`config.mk`:
```
export PLATFORM = sky130hd
export DESIGN_NAME = ripple_coef_adapter
export DESIGN_NICKNAME = d
export VERILOG_FILES = /design/src/rtl/rca_pkg.sv /design/src/rtl/env_span_tracker.sv /design/src/rtl/restoring_divider.sv /design/src/rtl/coef_bank.sv /design/src/rtl/ripple_coef_adapter.sv
export SDC_FILE = /design/constraint.sdc
export NUM_CORES = 1
export LEC_CHECK = 0
export BUFFER_PORTS_ARGS = -buffer_cell sky130_fd_sc_hd__buf_2
export CORE_UTILIZATION = 55
export DETAILED_ROUTE_END_ITERATION = 6
export PLACE_DENSITY_LB_ADDON = 0.15
export RECOVER_POWER = 25
export SLEW_MARGIN = 40
export SYNTH_ARGS = -nofsm -noshare
export SYNTH_HDL_FRONTEND = slang
export SYNTH_SLANG_ARGS = --single-unit
```
`constraint.sdc`:
```
create_clock -name clk -period 8.3 [get_ports clk]
set_input_delay 2.49 -clock clk [delete_from_list [all_inputs] [get_ports clk]]
set_output_delay 2.49 -clock clk [all_outputs]
set_load 0.05 [all_outputs]
```
`src/rtl/rca_pkg.sv`:
```
package rca_pkg;
    typedef enum logic [1:0] {
        ST_COLLECT = 2'd0,
        ST_DIVIDE  = 2'd1,
        ST_APPLY   = 2'd2
    } adapt_state_e;

    localparam int NUM_COEF = 4;
    localparam int SEL_W    = $clog2(NUM_COEF);
endpackage

```
`src/rtl/env_span_tracker.sv`:
```
module env_span_tracker #(
    parameter int ENV_W   = 12,
    parameter int MIN_SMP = 4
) (
    input  logic             clk,
    input  logic             rst_n,
    input  logic             smp_vld,
    input  logic [ENV_W-1:0] smp,
    input  logic             restart,
    output logic [ENV_W-1:0] span,
    output logic             enough
);
    localparam int CNT_W = $clog2(MIN_SMP + 1);

    logic [ENV_W-1:0] hi_q, lo_q;
    logic [CNT_W-1:0] cnt_q;

    always_ff @(posedge clk) begin
        if (!rst_n) begin
            hi_q  <= '0;
            lo_q  <= '1;
            cnt_q <= '0;
        end else if (restart) begin
            if (smp_vld) begin
                hi_q  <= smp;
                lo_q  <= smp;
                cnt_q <= CNT_W'(1);
            end else begin
                hi_q  <= '0;
                lo_q  <= '1;
                cnt_q <= '0;
            end
        end else if (smp_vld) begin
            if (smp > hi_q) hi_q <= smp;
            if (smp < lo_q) lo_q <= smp;
            if (cnt_q < CNT_W'(MIN_SMP)) cnt_q <= cnt_q + CNT_W'(1);
        end
    end

    assign span   = (cnt_q != '0) ? (hi_q - lo_q) : '0;
    assign enough = (cnt_q >= CNT_W'(MIN_SMP));


    span_order_chk: assert property (@(posedge clk) disable iff (!rst_n)
        (cnt_q != '0) |-> (hi_q >= lo_q));
endmodule

```
`src/rtl/restoring_divider.sv`:
```
module restoring_divider #(
    parameter int NUM_W = 28,
    parameter int DEN_W = 13,
    parameter int Q_W   = 16
) (
    input  logic             clk,
    input  logic             rst_n,
    input  logic             start,
    input  logic [NUM_W-1:0] num,
    input  logic [DEN_W-1:0] den,
    output logic [Q_W-1:0]   quo,
    output logic             last
);
    localparam int CW = $clog2(NUM_W + 1);

    logic [DEN_W-1:0] rem_q, den_q;
    logic [NUM_W-1:0] q_q;
    logic [CW-1:0]    cnt_q;
    logic [DEN_W:0]   trial, diff;
    logic             ge;

    always_comb begin
        trial = {rem_q, q_q[NUM_W-1]};
        ge    = (trial >= {1'b0, den_q});
        diff  = trial - {1'b0, den_q};
    end

    always_ff @(posedge clk) begin
        if (!rst_n) begin
            rem_q <= '0;
            den_q <= '1;
            q_q   <= '0;
            cnt_q <= '0;
        end else if (start) begin
            rem_q <= '0;
            den_q <= den;
            q_q   <= num;
            cnt_q <= CW'(NUM_W);
        end else if (cnt_q != '0) begin
            rem_q <= ge ? diff[DEN_W-1:0] : trial[DEN_W-1:0];
            q_q   <= {q_q[NUM_W-2:0], ge};
            cnt_q <= cnt_q - CW'(1);
        end
    end

    assign quo  = q_q[Q_W-1:0];
    assign last = (cnt_q == CW'(1));


    div_rem_chk: assert property (@(posedge clk) disable iff (!rst_n)
        (cnt_q != '0) |-> (rem_q < den_q));
endmodule

```
`src/rtl/coef_bank.sv`:
```
module coef_bank
    import rca_pkg::*;
#(
    parameter int COEF_W     = 16,
    parameter int SCALE_INIT = 16384
) (
    input  logic                             clk,
    input  logic                             rst_n,
    input  logic                             apply,
    input  logic [SEL_W-1:0]                 sel,
    input  logic [COEF_W-1:0]                step,
    input  logic                             neg,
    output logic [NUM_COEF-1:0][COEF_W-1:0]  coef_o,
    output logic                             changed
);
    localparam logic signed [COEF_W:0] SMAX = (COEF_W+1)'((1 << (COEF_W-1)) - 1);
    localparam logic signed [COEF_W:0] SMIN = -SMAX - (COEF_W+1)'(1);

    logic signed [COEF_W:0]   cur_x, step_x, sum;
    logic        [COEF_W-1:0] nxt;

    always_comb begin
        cur_x  = {coef_o[sel][COEF_W-1], coef_o[sel]};
        step_x = {1'b0, step};
        sum    = neg ? (cur_x - step_x) : (cur_x + step_x);
        if (sum > SMAX)      nxt = SMAX[COEF_W-1:0];
        else if (sum < SMIN) nxt = SMIN[COEF_W-1:0];
        else                 nxt = sum[COEF_W-1:0];
    end

    for (genvar i = 0; i < NUM_COEF; i++) begin : g_coef
        localparam logic [COEF_W-1:0] RST_V = (i == 1) ? COEF_W'(SCALE_INIT) : '0;
        logic [COEF_W-1:0] val_q;
        always_ff @(posedge clk) begin
            if (!rst_n)                             val_q <= RST_V;
            else if (apply && (sel == SEL_W'(i)))   val_q <= nxt;
        end
        assign coef_o[i] = val_q;
    end

    always_ff @(posedge clk) begin
        if (!rst_n) changed <= 1'b0;
        else        changed <= apply && (nxt != coef_o[sel]);
    end


    one_coef_chk: assert property (@(posedge clk) disable iff (!rst_n)
        $countones({coef_o[0] != $past(coef_o[0]), coef_o[1] != $past(coef_o[1]),
                    coef_o[2] != $past(coef_o[2]), coef_o[3] != $past(coef_o[3])}) <= 1);
endmodule

```
`src/rtl/ripple_coef_adapter.sv`:
```
module ripple_coef_adapter
    import rca_pkg::*;
#(
    parameter int ENV_W      = 12,
    parameter int COEF_W     = 16,
    parameter int MIN_SMP    = 4,
    parameter int L1_GAIN    = 328,
    parameter int L2_GAIN    = 82,
    parameter int L1_OFS     = 33,
    parameter int L2_OFS     = 20,
    parameter int SCALE_INIT = 16384
) (
    input  logic                     clk,
    input  logic                     rst_n,
    input  logic                     env_vld,
    input  logic [ENV_W-1:0]         env_smp,
    input  logic                     cyc_mark,
    output logic signed [COEF_W-1:0] k_cross,
    output logic signed [COEF_W-1:0] k_scale,
    output logic signed [COEF_W-1:0] k_off_i,
    output logic signed [COEF_W-1:0] k_off_q,
    output logic                     upd_strobe
);
    localparam int NUM_W = ENV_W + COEF_W;
    localparam int DEN_W = ENV_W + 1;

    adapt_state_e state_q, state_d;

    logic [ENV_W-1:0]  span;
    logic              enough, accept, div_last, reverse, neg_new, is_gain;
    logic [SEL_W-1:0]  ptr_q, sel_q;
    logic [NUM_COEF-1:0] neg_q;
    logic [ENV_W-1:0]  prev_q [NUM_COEF];
    logic [COEF_W-1:0] lam1, lam1_q, step;
    logic [ENV_W-1:0]  lam2;
    logic [NUM_W-1:0]  num;
    logic [DEN_W-1:0]  den;
    logic [NUM_COEF-1:0][COEF_W-1:0] coef_vec;

    env_span_tracker #(.ENV_W(ENV_W), .MIN_SMP(MIN_SMP)) u_track (
        .clk(clk), .rst_n(rst_n), .smp_vld(env_vld), .smp(env_smp),
        .restart(cyc_mark), .span(span), .enough(enough)
    );

    always_comb begin
        accept  = cyc_mark && (state_q == ST_COLLECT) && enough;
        is_gain = (ptr_q < SEL_W'(2));
        lam1    = is_gain ? COEF_W'(L1_GAIN) : COEF_W'(L1_OFS);
        lam2    = is_gain ? ENV_W'(L2_GAIN)  : ENV_W'(L2_OFS);
        num     = NUM_W'(lam1) * NUM_W'(span);
        den     = DEN_W'(lam2) + DEN_W'(span);
        reverse = (span > prev_q[ptr_q]);
        neg_new = neg_q[ptr_q] ^ reverse;
    end

    restoring_divider #(.NUM_W(NUM_W), .DEN_W(DEN_W), .Q_W(COEF_W)) u_div (
        .clk(clk), .rst_n(rst_n), .start(accept), .num(num), .den(den),
        .quo(step), .last(div_last)
    );

    always_ff @(posedge clk) begin
        if (!rst_n) state_q <= ST_COLLECT;
        else        state_q <= state_d;
    end

    always_comb begin
        state_d = state_q;
        unique case (state_q)
            ST_COLLECT: if (accept)   state_d = ST_DIVIDE;
            ST_DIVIDE:  if (div_last) state_d = ST_APPLY;
            ST_APPLY:                 state_d = ST_COLLECT;
            default:                  state_d = ST_COLLECT;
        endcase
    end

    always_ff @(posedge clk) begin
        if (!rst_n) begin
            ptr_q  <= '0;
            sel_q  <= '0;
            neg_q  <= '0;
            lam1_q <= '0;
            for (int i = 0; i < NUM_COEF; i++) prev_q[i] <= '1;
        end else if (accept) begin
            sel_q         <= ptr_q;
            ptr_q         <= ptr_q + SEL_W'(1);
            neg_q[ptr_q]  <= neg_new;
            prev_q[ptr_q] <= span;
            lam1_q        <= lam1;
        end
    end

    coef_bank #(.COEF_W(COEF_W), .SCALE_INIT(SCALE_INIT)) u_bank (
        .clk(clk), .rst_n(rst_n), .apply(state_q == ST_APPLY), .sel(sel_q),
        .step(step), .neg(neg_q[sel_q]), .coef_o(coef_vec), .changed(upd_strobe)
    );

    assign k_cross = coef_vec[0];
    assign k_scale = coef_vec[1];
    assign k_off_i = coef_vec[2];
    assign k_off_q = coef_vec[3];


    strobe_pulse_chk: assert property (@(posedge clk) disable iff (!rst_n)
        upd_strobe |=> !upd_strobe);

    strobe_change_chk: assert property (@(posedge clk) disable iff (!rst_n)
        upd_strobe |-> (coef_vec != $past(coef_vec)));

    step_bound_chk: assert property (@(posedge clk) disable iff (!rst_n)
        (state_q == ST_APPLY) |-> (step < lam1_q));

    busy_skip_chk: assert property (@(posedge clk) disable iff (!rst_n)
        (cyc_mark && state_q != ST_COLLECT) |=> $stable(ptr_q));
endmodule

```
; ---- Word-level counts from Yosys, hierarchy flattened
; Memories as Yosys holds them, arrays and structs flattened. A register that Yosys moved wholly into a read port is not among the register bits.
; Cells that the tools add are included.
[word_totals]
reg_bits = 161
ram_bits = 48
input_bits = 16
output_inout_bits = 65
wordCells = 117
mem_count = 1
[op_classes]
add_sub_neg = 8
multipliers = 1
magnitude_cmp = 12
eq_ne = 9
n_mux = 44
bitwise = 2
reduce_logical = 23
[mem_list]
columns = name, depth, word_bits, rd, rd_ports_with_merged_regs, write_ports, line_no
row1 = prev_q, 4, 12, 1, 1, 4, ripple_coef_adapter.sv:33  ; logic [ENV_W-1:0] prev_q [NUM_COEF];
[op_table]
columns = operator, n
row1 = 2-to-1 mux 12 bit, 10
row2 = 2-to-1 mux 28 bit, 2
row3 = 2-to-1 mux 16 bit, 3
row4 = binary-select mux 16 bit (select 2 bit), 1
row5 = > comparator 12 bit, 2
row6 = multiplier 9 x 12 -> 21 bit, 1
row7 = adder 16 x 17 -> 17 bit, 1
row8 = "> comparator 17 x 16 -> 1 bit, second input constant", 1
row9 = "less-than comparator 17 x 16 -> 1 bit, second input constant", 1
row10 = 2-to-1 mux 17 bit, 1
row11 = subtractor 16 x 17 -> 17 bit, 1
row12 = inequality test 16 bit, 1
row13 = greater-or-equal comparator 14 x 13 -> 1 bit, 1
row14 = adder 7 x 12 -> 13 bit, 1
row15 = 2-to-1 mux 13 bit, 1
row16 = subtractor 13 bit, 1
row17 = less-than comparator 12 bit, 1
row18 = OR reduction 12 bit, 1
row19 = subtractor 12 bit, 1
row20 = 2-to-1 mux 2 bit, 5
row21 = 2-to-1 mux 5 bit, 2
row22 = nonzero test 2 bit, 5
row23 = 2-to-1 mux 1 bit, 9
row24 = 2-to-1 mux 3 bit, 3
row25 = 26 further kinds, 43

; ---- Depth between registers and ports, before layout
; Gate-level depths: netlist of the first run.
[logic_depth]
depth_word = 9
ltp_mapped = 31
mapped_depth_nobuf = 31

; ---- By module
; A second synthesis of the first run with hierarchy kept.
[unflattened]
hier_cells = 1680
hier_area_um2 = 15408.5
[by_module_without_submodules]
columns = mod, n_inst, cells_each, area_per_inst_um2, seq_area_each_um2
row1 = ripple_coef_adapter, 1, 500, 5251.3, 1681.6
row2 = coef_bank, 1, 492, 4493.1, 1301.2
row3 = restoring_divider, 1, 411, 3373.2, 1181.1
row4 = env_span_tracker, 1, 277, 2290.9, 540.5

; ---- Least setup slack after synthesis of the first run
; OpenSTA, ideal clock, no wires.
[synth_path]
kind = flip-flop to flip-flop
from = reg u_track.hi_q[0]
to = reg u_div.q_q[18]
setup_time_ns = 0.091
t_arrival_ns = 6.116
t_required_ns = 8.209
slack_ns = 2.093
path_stages_with_launch = 30
path_buffers = 0
period_less_slack_ns = 6.207
cell_sequence = dfxtp_1 -> inv_1 -> ha_1 -> inv_1 -> fa_1 -> a21o_1 -> a21oi_1 -> nor2b_1 -> o21a_1 -> or3_1 -> nand3_1 -> inv_1 -> ha_1 -> ha_1 -> inv_1 -> fa_1 -> inv_1 -> fa_1 -> inv_1 -> fa_1 -> inv_1 -> ha_1 -> a211oi_1 -> o31ai_1 -> or4_1 -> o311ai_0 -> o21ai_0 -> xor2_1 -> nor2_1 -> a311oi_1
[synth_via]
elab_chain_cells = 4
[synth_lines]
columns = item, line_no
row1 = from (decl), env_span_tracker.sv:15  ; logic [ENV_W-1:0] hi_q, lo_q;
row2 = from (signal assigned), env_span_tracker.sv:25  ; hi_q <= smp;
row3 = from (signal assigned), env_span_tracker.sv:34  ; if (smp > hi_q) hi_q <= smp;
row4 = subtractor 12 bit, env_span_tracker.sv:40  ; assign span = (cnt_q != '0) ? (hi_q - lo_q) : '0;
row5 = 2-to-1 mux 12 bit, env_span_tracker.sv:40
row6 = multiplier 9 x 12 -> 21 bit, ripple_coef_adapter.sv:50  ; num = NUM_W'(lam1) * NUM_W'(span);
row7 = 2-to-1 mux 28 bit, restoring_divider.sv:34  ; end else if (start) begin
row8 = to (signal assigned), restoring_divider.sv:37  ; q_q <= num;
row9 = to (signal assigned), restoring_divider.sv:41  ; q_q <= {q_q[NUM_W-2:0], ge};
row10 = to (decl), restoring_divider.sv:17  ; logic [NUM_W-1:0] q_q;
; Every way passes these cells.
; A chain may end at the register's enable or synchronous reset.

; ---- Worst setup path after layout of the first run
; Ends and elaborated chain as after synthesis.

==> metrics.md, run 1 <==
| Metric | Value |
|---|---|
| CTS tree | done |
| Count of final setup violators | 0 |
| Number of max-cap violations | 2 |
| Netlist cell types | 73 |
| Post_cts resized | 0 |
| Post-layout instance area | 16800 um2 |
| Share of the synthesized area in the top cell type | around a fifth |
| Headroom to the max-slew limit | -21.7% |
| Reg2reg start | u_track.hi_q[0] |
| First-pass GRT wire length | 68200 um |
| Grt ovf | 0 |
| H-tree depth | 1 |
| Lkg Pwr | 7.04 nW |
| CTS clk-pin slew, worst paths | approximately 60 ps |
| PortBufs | 80 |
| Root Driver | clkbuf_16 |
| Post-route insts no fill | about 2300 |
| GPL Wtd Cong | about 0.96 |
| Clock buffer depth | 3 |
| Crit path buf inv count | 7 |
| Sequential area share after synthesis | 30.7% |
| Cell Pwr Density | 299 nW/um2 |
| Mapped Nets | 2035 |
| Synth Register Bits | 211 |
| Max Clock Freq | approximately 140 MHz |
| Inserted Diodes | 0 |
| Cell count after synthesis | roughly 1800 |
| Crit Path Max Fanout | 5 |
| Minimum clock period | ~6900 ps |
| WL/cell | between 15 and 20 um |
| Post-synth EDFFs | 48 |
| Area growth syn-to-layout | 9.85% |
| Placed Cells incl. Taps | 2222 |
| Top_reg_cell synth | dfxtp_1 |
| CP Capture Type | flip-flop |
| Post-CTS Setup Bufs | 0 |
| DP Area | around 16000 um2 |
| Status | finished with violations |
| Drt drc | 0 |
| Setup Skew | 12.4 ps |
| Total wire length | around 42000 um |
| Clk Latency, worst-skew pair | approximately 550 ps |
| Crit path launch | u_track.hi_q[0] |
| Boundary pin count | 81 |
| Vias in the first global route | 13200 |
| Required @ worst endpoint | ~8700 ps |
| Cts hold-fix bufs | 0 |
| Crit Path Class | reg -> reg |
| Failing checks | capacitance limit, slew limit |
| First-pass DRT Iterations | 5 |
| Dominant cell type by area after synthesis | dfxtp_1 |
| Final Hold Slack | roughly 460 ps |
| Synth top area cells | dfxtp_1 (21%), ha_1 (12%), edfxtp_1 (9.4%) |
| Num CTS Buffers | 24 |
| Final Cycle Share | a little over four fifths |
| Antenna Violating Nets Remaining | 0 |
| Startpoint types | flip-flop |
| Worst VDD drop | about 0.00022 V |
| Die area | approximately 29000 um2 |
| Final Hold Vio Count | 0 |
| Total Routing Usage GR | between 20% and 30% |
| Pin count of the biggest net entering global routing | between 70 and 80 |
| Crit path max-delay cell type | fa_1 |
| Cell family with most CP delay | adder cells |
| Mapped Area | ~15000 um2 |
| Vias | around 14000 |
| Drt via density | slightly above 6 |
| Worst EP arrival | between 7000 and 8000 ps |
| Slew Limit Fails | approximately 70 |
| Hold_sp | u_div.q_q[22] |
| Syn avg cell area | ~8.3 um2 |
| Total chip power | roughly 5.0 mW |
| Starting density of the core | between 50% and 60% |
| Die Wd | between 150 and 200 um |
| Warnings from Yosys | 0 |
| Ys async rst share | 0% |
| Setup repair after global routing missed its margin | no |
| CORE AREA | between 20000 and 30000 um2 |
| HPWL Detailed | between 30000 and 40000 um |
| Die Height | around 170 um |
| Worst-Margin Slew | between 1500 and 2000 ps |
| Max incr delay on CP | about 530 ps |
| Initial antenna violation count | 0 |
| Fraction of layout cells with a size suffix above 1 | under 10% |
| Number of DRC markers in iteration 0 | approximately 1200 |
| Hold Path Class | reg -> reg |
| Sink Count | 211 |
| Layout Nets | just over 2000 |
| FP Rows | 60 |
| Setup TNS | 0 ps |
| Top cell by count, worst path | inv_1 |
registers in the layout, summed over array words and instances (netlist names), named ones only:
signal / count
u_bank.g_coef.val_q: 64
u_div.q_q: 28
u_track.lo_q: 12
u_track.cnt_q: 3
u_div.cnt_q: 5
neg_q: 4
prev_q: 48
u_div.rem_q: 13
ptr_q: 2
u_track.hi_q: 12
u_div.den_q: 13
sel_q: 2
state_q: 2
u_bank.changed: 1
cells in the final DEF (no fill, tap or decap), drive strengths merged, types with 6 or more instances in the layout:
cell	n
o31ai	12
fa	29
a31oi	11
and3	18
inv	135
o2111ai	8
clkinv	8
edfxtp	48
nand4	18
o211ai	24
nor2	177
nand2	283
and3b	11
mux4	29
a22oi	12
a21o	29
mux2i	21
nor2b	20
or3	13
o21ai	55
buf	63
a211oi	32
xnor2	48
xor2	19
a21oi	154
a311oi	19
clkbuf	76
ha	146
dfxtp	163
o21a	11
nand3	26
nand2b	16
nor4	10
a211o	6
nor3	58
kinds of logic (layout without fill, tap and decap cells):
family          count (synthesis)  in the layout  synth area share [%]
simple gates                  679            679                  20.2
compound gates                417            417                  17.6
buf+inv                       237            286                  5.85
flops                         211            211                  30.7
fa+ha+maj                     178            178                  15.9
xor+xnor                       67             67                  3.83
mux                            53             53                  5.86
other cells                     2              2                0.0490
metal layers:
layer	global-route usage (%)	up-vias	wire length, um	part of all wire, %
met2	50.3	507	19500	47
met4	7.00	0	760	1.8
met3	3.81	81	2960	7.1
met1	39.8	6538	18400	44
li1	-	6589	-	-
met5	0	-	0	0
area by class of cell:
cell class                 count  area [um2]
timing repair buffer         107         543
clock buffer                  32         672
tap                          372         465
inverter                     136         512
multi-input combinational   1396        9790
sequential                   211        4700
fill                        2376       10300
clock inverter                11         136
worst min-delay path, stage by stage, from the launching register on:
cell and delay [ps]:
dfxtp_1 310, nand2_1 50, a21oi_1 50
cell usage after synthesis, types with 26 or more instances:
library cell  instances
o21ai_0              55
ha_1                146
clkbuf_1             89
dfxtp_1             163
mux4_2               29
xnor2_1              48
nand2_1             283
a21o_1               29
nor3_1               57
nand3_1              26
a21oi_1             154
inv_1               135
fa_1                 29
nor2_1              177
edfxtp_1             48
a211oi_1             31
where the power goes:
group / internal, mW / leakage, nW / switching (mW) / total, mW
Sequential: 1.10 / 1.65 / 0.0459 / 1.14
Combinational: 0.931 / 5.00 / 1.87 / 2.80
Clock: 0.635 / 0.389 / 0.455 / 1.09
final timing paths:
| check | end | slack (ps) | cells past startpoint |
|---|---|---|---|
| min | u_div.q_q[22] | 460 | 2 |
| max reg2reg | u_div.q_q[18] | 1380 | 29 |
| max | u_div.q_q[18] | 1380 | 29 |
| min reg2reg | u_div.q_q[22] | 460 | 2 |
stage by stage:
step,utilization [%],setup WS [ps]
finish,62.1,1380
global route,62.1,925
CTS,62.3,1390
detailed placement,59.3,1470
global placement,59.2,1620
floorplan,-,2090
No activity file was read; power rests on OpenSTA's default activity.
==> inputs of run 2 (changes only) <==
- ABC_AREA: default -> 1
- clock period: 8.3 -> 5.95 ns (I/O delays scaled with it)
==> metrics.md, run 2 <==
| Metric | Value |
|---|---|
| Status | finished clean |
| Worst VDD drop | 0.000260 V (+21%) |
| Top_reg_cell synth | dfxtp_1 |
| Slew Limit Fails | 0 (-100%) |
| Minimum clock period | 5550 ps (-1370 ps) |
| Top-count cell post-synth | nand2_1 |
| Number of DRC markers in iteration 0 | 923 (-23%) |
| Fraction of layout cells with a size suffix above 1 | 5.45% (-2.9 points) |
| Inserted Diodes | 0 (unchanged) |
| Total wire length | 41000 um (-1.6%) |
| CTS clk-pin slew, worst paths | 60 ps (about the same) |
| Num CTS Buffers | 25 (+4.2%) |
| Startpoint types | flip-flop |
| Dominant cell type by area after synthesis | dfxtp_1 |
| Syn avg cell area | 7.14 um2 (-14%) |
| Hold Path Class | reg -> reg |
| Top cell by count, worst path | inv_1 |
| Netlist cell types | 51 (-30%) |
| Setup repair after global routing missed its margin | no |
| Antenna Violating Nets Remaining | 0 (unchanged) |
| Setup Skew | 9.73 ps (-2.69 ps) |
| Initial antenna violation count | 0 (unchanged) |
| Crit path max-delay cell type | fa_1 |
| H-tree depth | 1 (unchanged) |
| CP Capture Type | flip-flop |
| Number of max-cap violations | 0 (-2) |
| Clk Latency, worst-skew pair | 550 ps (about the same) |
| Synth Register Bits | 211 (unchanged) |
| Pin count of the biggest net entering global routing | 74 (+4.2%) |
| WL/cell | 16.3 um (-12%) |
| Drt via density | 5.47 (-9.6%) |
| Commonest non-fill, non-tap cell in the layout | nand2_1 |
| Worst-Margin Slew | 1260 ps (-564 ps) |
| CTS tree | done |
| Post_cts resized | 0 (unchanged) |
| Final Hold Vio Count | 0 (unchanged) |
| Synth top area cells | dfxtp_1 (22%), ha_1 (12%), nand2_1 (11%) |
| Vias in the first global route | 13300 (+0.59%) |
| Count of final setup violators | 0 (unchanged) |
| Sink Count | 211 (unchanged) |
| Mapped Area | 15100 um2 (-1.7%) |
| Sequential area share after synthesis | 31.3% (+0.53 points) |
| Register area | 4700 um2 (unchanged) |
| Total chip power | 6.24 mW (+24%) |
| Crit Path Class | reg -> reg |
| First-pass GRT wire length | 66500 um (-2.4%) |
| Headroom to the max-slew limit | 15.9% (+38 points) |
| Most frequent cells in the layout | nand2_1 (434), inv_1 (397), a21oi_1 (220), dfxtp_1 (163), o21ai_0 (147) |
| GPL Wtd Cong | 0.924 (-4.3%) |
| Synth top cells by count | nand2_1 (438), inv_1 (398), a21oi_1 (220) |
| Max reg flops | 64 (unchanged) |
| HPWL Detailed | 31200 um (+4.0%) |
| Max Clock Freq | 180 MHz (+25%) |
| Filler instances | 2569 (+8.1%) |
| Largest Register | u_bank.g_coef.val_q |
| Lkg Pwr | 8.17 nW (+16%) |
| Max incr delay on CP | 540 ps (about the same) |
| Cell count after synthesis | 2108 (+14%) |
| Share of the synthesized area in the top cell type | 21.7% (+0.37 points) |
| Cts hold-fix bufs | 0 (unchanged) |
| Drt drc | 0 (unchanged) |
| Vias | 13800 (+0.74%) |
| Die Height | 167 um (-0.85%) |
| Total Routing Usage GR | 29.3% (-0.28 points) |
| Clock buffer depth | 3 (unchanged) |
| Ys async rst share | 0% (unchanged) |
| CORE AREA | 26900 um2 (-0.83%) |
| Cell Pwr Density | 379 nW/um2 (+27%) |
| Final Cycle Share | 93.3% (+9.9 points) |
| Area growth syn-to-layout | 9.33% |
| Registers with the most flip-flops | u_bank.g_coef.val_q (64), prev_q (48), u_div.q_q (28) |
| Grt ovf | 0 (unchanged) |
| PortBufs | 80 (unchanged) |
| Die Wd | 167 um (-0.85%) |
| Mapped Nets | 2299 (+13%) |
| Area of the multi-input gates | 8550 um2 (-13%) |
| Setup TNS | 0 ps (unchanged) |
| Die area | 28000 um2 (-1.7%) |
| First-pass DRT Iterations | 5 (unchanged) |
| Required @ worst endpoint | 6360 ps (-2340 ps) |
| Boundary pin count | 81 (unchanged) |
| FP Rows | 60 (unchanged) |
| Warnings from Yosys | 0 (unchanged) |
| Crit Path Max Fanout | 5 (unchanged) |
| Worst EP arrival | 5960 ps (-1360 ps) |
| Post-synth EDFFs | 48 (unchanged) |
| Post-CTS Setup Bufs | 0 (unchanged) |
| Root Driver | clkbuf_16 |
| Starting density of the core | 56.0% (-0.50 points) |
| Layout Nets | 2359 (+14%) |
-- run 2: layout make-up --
class,count,area share (%)
sequential,211,28.6
clock buffer,32,4.02
timing repair buffer,104,3.01
multi-input combinational,1420,51.9
tap,341,2.59
inverter,406,9.27
clock inverter,10,0.578
-- run 2: routing by layer --
metal / vias up / track usage [%] / share of wire (%)
li1: 7013 / - / -
met1: 6337 / 34.3 / 41
met2: 376 / 54.2 / 50
met3: 91 / 3.17 / 5.1
met4: 0 / 11.8 / 3.8
met5: - / 0 / 0
-- run 2: path summary, 6_finish.rpt --
check | from | to | slack (ps) | cells after the start
min reg2reg | u_div.q_q[21] | u_div.q_q[22] | 460 | 2
min | u_div.q_q[21] | u_div.q_q[22] | 460 | 2
max | u_track.lo_q[5] | u_div.q_q[18] | 400 | 28
max reg2reg | u_track.lo_q[5] | u_div.q_q[18] | 400 | 28
-- run 2: cells by family (layout without fill, tap and decap cells) --
kind of cell    count (synthesis)  after routing  share of synthesized area, %
compound gates                494            494                          18.4
fa+ha+maj                     175            175                          16.0
flops                         211            211                          31.3
xor+xnor                       42             42                          2.44
buf+inv                       477            552                          12.1
other cells                     2              2                        0.0499
simple gates                  707            707                          19.7
-- run 2: critical path, delay by kind of cell (launching register included) --
family | cells | cell delay (ps)
AO/OA/AOI/OAI | 7 | 1080
adder cells (fa/ha/maj) | 7 | 2680
buffers and inverters | 6 | 350
flip-flops | 1 | 330
AND/OR/NAND/NOR | 8 | 980
-- run 2: power breakdown --
group	internal, mW	switching, mW	total (mW)
clock network	0.829	0.625	1.45
registers	1.55	0.0742	1.62
logic	0.939	2.22	3.16
-- run 2: through the flow --
| stage | hold slack (ps) | cell area [um2] | utilization (%) | worst slack, ps | std cells |
|---|---|---|---|---|---|
| 6_report | 458 | 16500 | 61.2 | 400 | 2524 |
| 5_1_grt | 484 | 16500 | 61.2 | 43.0 | 2524 |
| 4_1_cts | 460 | 16500 | 61.5 | 131 | 2524 |
| 3_5_place_dp | 450 | 15800 | 58.7 | 137 | 2482 |
| 3_3_place_gp | 443 | 15800 | 58.6 | 228 | 2482 |
| 2_1_floorplan | 431 | 15100 | - | 524 | 2108 |
==> inputs of run 3 (changes only) <==
- ABC_AREA: 1 -> default
- GPL_TIMING_DRIVEN: default -> 0
==> metrics.md, run 3 (same netlist as run 1, synthesis figures left out) <==
| Metric | Value |
|---|---|
| Crit Path Max Fanout | 10 (+5) |
| Antenna Violating Nets Remaining | 0 (unchanged) |
| Worst VDD drop | 0.000287 V (+10%) |
| Layout Utilization | 64.8% (+3.5 points) |
| Hold Path Class | reg -> reg |
| Slew Limit Fails | 0 (unchanged) |
| Cell family with most CP delay | compound AO/OA/AOI/OAI gates |
| Setup TNS | -93.7 ps (-93.7 ps) |
| Pin count of the biggest net entering global routing | 15 (-80%) |
| Inserted Diodes | 0 (unchanged) |
| Clk Latency, worst-skew pair | 530 ps (-20 ps) |
| First-pass DRT Iterations | 5 (unchanged) |
| Die area | 28500 um2 (+1.7%) |
| Worst-Margin Slew | 754 ps (-507 ps) |
| Number of max-cap violations | 0 (unchanged) |
| Worst-case reg-to-reg path depth | 18 (-36%) |
| Placed Cells incl. Taps | 2297 (-7.5%) |
| Final Hold Vio Count | 0 (unchanged) |
| Vias | 14500 (+4.9%) |
| Startpoint types | flip-flop |
| Drt drc | 0 (unchanged) |
| Commonest non-fill, non-tap cell in the layout | nand2_1 |
| Required @ worst endpoint | 6340 ps (-20 ps) |
| Max Clock Freq | 166 MHz (-7.8%) |
| Layout Nets | 2174 (-7.8%) |
| Fraction of layout cells with a size suffix above 1 | 11.2% (+5.8 points) |
| Crit-path cells | clkbuf_1, clkbuf_2, mux4_2, inv_1, ha_1, fa_1, nor2b_1, o31ai_4, a211oi_2, o21ai_1, a211oi_4, buf_12, clkbuf_1, o221ai_1, a2111oi_0, o2111ai_1, nor4_2, nor3_1 |
| Initial antenna violation count | 0 (unchanged) |
| Total wire length | 46300 um (+13%) |
| DP Area | 16300 um2 (+3.0%) |
| Hold_sp | u_div.q_q[22] |
| Setup Skew | 17.6 ps (+7.85 ps) |
| Max reg flops | 64 (unchanged) |
| WL/cell | 19.5 um (+20%) |
| Die Wd | 169 um (+0.85%) |
| CTS tree | done |
| Most frequent cells in the layout | nand2_1 (275), nor2_1 (164), dfxtp_1 (159), a21oi_1 (151), clkbuf_1 (147) |
| Worst reg2reg path endpoint | u_bank.changed |
| Worst EP arrival | 6410 ps (+450 ps) |
| WHS Endpoint | u_div.q_q[23] |
| Total Routing Usage GR | 32.4% (+3.1 points) |
| H-tree depth | 1 (unchanged) |
| Setup repair after global routing missed its margin | yes |
| Registers with the most flip-flops | u_bank.g_coef.val_q (64), prev_q (48), u_div.q_q (28) |
| Clock buffer depth | 3 (unchanged) |
| HPWL Detailed | 34100 um (+9.3%) |
| GPL Wtd Cong | 0.935 (+1.2%) |
| Num CTS Buffers | 24 (-4.0%) |
| Reg2reg start | sel_q[1] |
| Starting density of the core | 56.5% (+0.50 points) |
| Area growth syn-to-layout | 14.6% |
| Final worst slack | -68.1 ps (-468 ps) |
| Count of final setup violators | 3 (+3) |
| Post-route insts no fill | 2373 (-6.0%) |
| CTS clk-pin slew, worst paths | 60 ps (about the same) |
| Largest Register | u_bank.g_coef.val_q |
| Sink Count | 211 (unchanged) |
| First-pass GRT wire length | 73200 um (+10%) |
| Number of DRC markers in iteration 0 | 1648 (+79%) |
| Crit path buf inv count | 5 (-1) |
| Worst hold path stage count | 2 (unchanged) |
| Headroom to the max-slew limit | 49.5% (+34 points) |
| Final Cycle Share | 101% (+7.9 points) |
| Post-layout instance area | 17600 um2 (+6.7%) |
| Cell Pwr Density | 417 nW/um2 (+10%) |
| Status | finished with violations |
| CP Capture Type | flip-flop |
| Crit path max-delay cell type | fa_1 |
| Reg-to-reg slack, setup | -70 ps (-470 ps) |
| Total chip power | 7.32 mW (+17%) |
| FP Rows | 60 (unchanged) |
| Root Driver | clkbuf_16 |
| Lkg Pwr | 7.14 nW (-13%) |
| Cts hold-fix bufs | 0 (unchanged) |
| Crit Path Class | reg -> reg |
| Drt via density | 6.11 (+12%) |
| Minimum clock period | 6020 ps (+468 ps) |
| Max incr delay on CP | 460 ps (-80 ps) |
| Vias in the first global route | 13500 (+2.0%) |
| CORE AREA | 27100 um2 (+0.84%) |
| PortBufs | 80 (unchanged) |
| Failing checks | setup timing |
| Die Height | 169 um (+0.85%) |
| Top cell by count, worst path | clkbuf_1 |
| Boundary pin count | 81 (unchanged) |
| Grt ovf | 0 (unchanged) |
==> run 3: stage by stage <==
| stage | hold WS (ps) | worst slack (ps) |
|---|---|---|
| 5_1_grt | 466 | -262 |
| 3_3_place_gp | 440 | -677 |
| 6_report | 448 | -68.1 |
| 2_1_floorplan | 432 | 55.9 |
| 3_5_place_dp | 444 | -773 |
| 4_1_cts | 445 | 6.21 |
==> run 3: worst max-delay path by stage <==
stage | cells after the start | slack [ps] | from | end
after detailed placement | 17 | -770 | sel_q[1] | u_bank.changed
after global routing | 17 | -260 | sel_q[1] | u_bank.changed
after floorplan | 26 | 60 | u_track.lo_q[1] | u_div.q_q[18]
after global placement | 26 | -680 | u_track.lo_q[1] | u_div.q_q[18]
final | 18 | -70 | sel_q[1] | u_bank.changed
after CTS | 27 | 6 | u_track.lo_q[1] | u_div.q_q[18]
==> run 3: cell type report <==
cell class / count / area (um2)
Timing Repair Buffer: 115 / 603
Clock buffer: 31 / 678
Inverter: 136 / 515
Tap cell: 372 / 465
Fill cell: 2339 / 9540
Clock inverter: 13 / 82.6
Multi-Input combinational cell: 1396 / 10100
Sequential cell: 211 / 4710
Buffer: 99 / 388
==> run 3: tightest hold or removal path, stage by stage (launching register included) <==
cell     delay (ps)
dfxtp_1         310
nand2_1          50
a21oi_1          50
==> run 3: where the power goes <==
group	total [mW]	internal [mW]	switching [mW]
combinational	4.29	1.39	2.90
clock	1.43	0.807	0.626
sequential	1.59	1.53	0.0628
total	7.32	3.73	3.59
==> run 3: metal layers <==
| layer | up-vias | wire length [um] | global-route usage (%) |
|---|---|---|---|
| met4 | 0 | 721 | 6.36 |
| met5 | - | 0 | 0 |
| met3 | 57 | 4110 | 4.96 |
| li1 | 6808 | - | - |
| met1 | 6987 | 21100 | 47.4 |
| met2 | 642 | 20400 | 50.5 |
==> run 3: what timing repair did <==
item	CTS	global route
pin swaps	30	29
resized for setup	61	32
buffers inserted	18	16
endpoints found under the setup margin	17	22
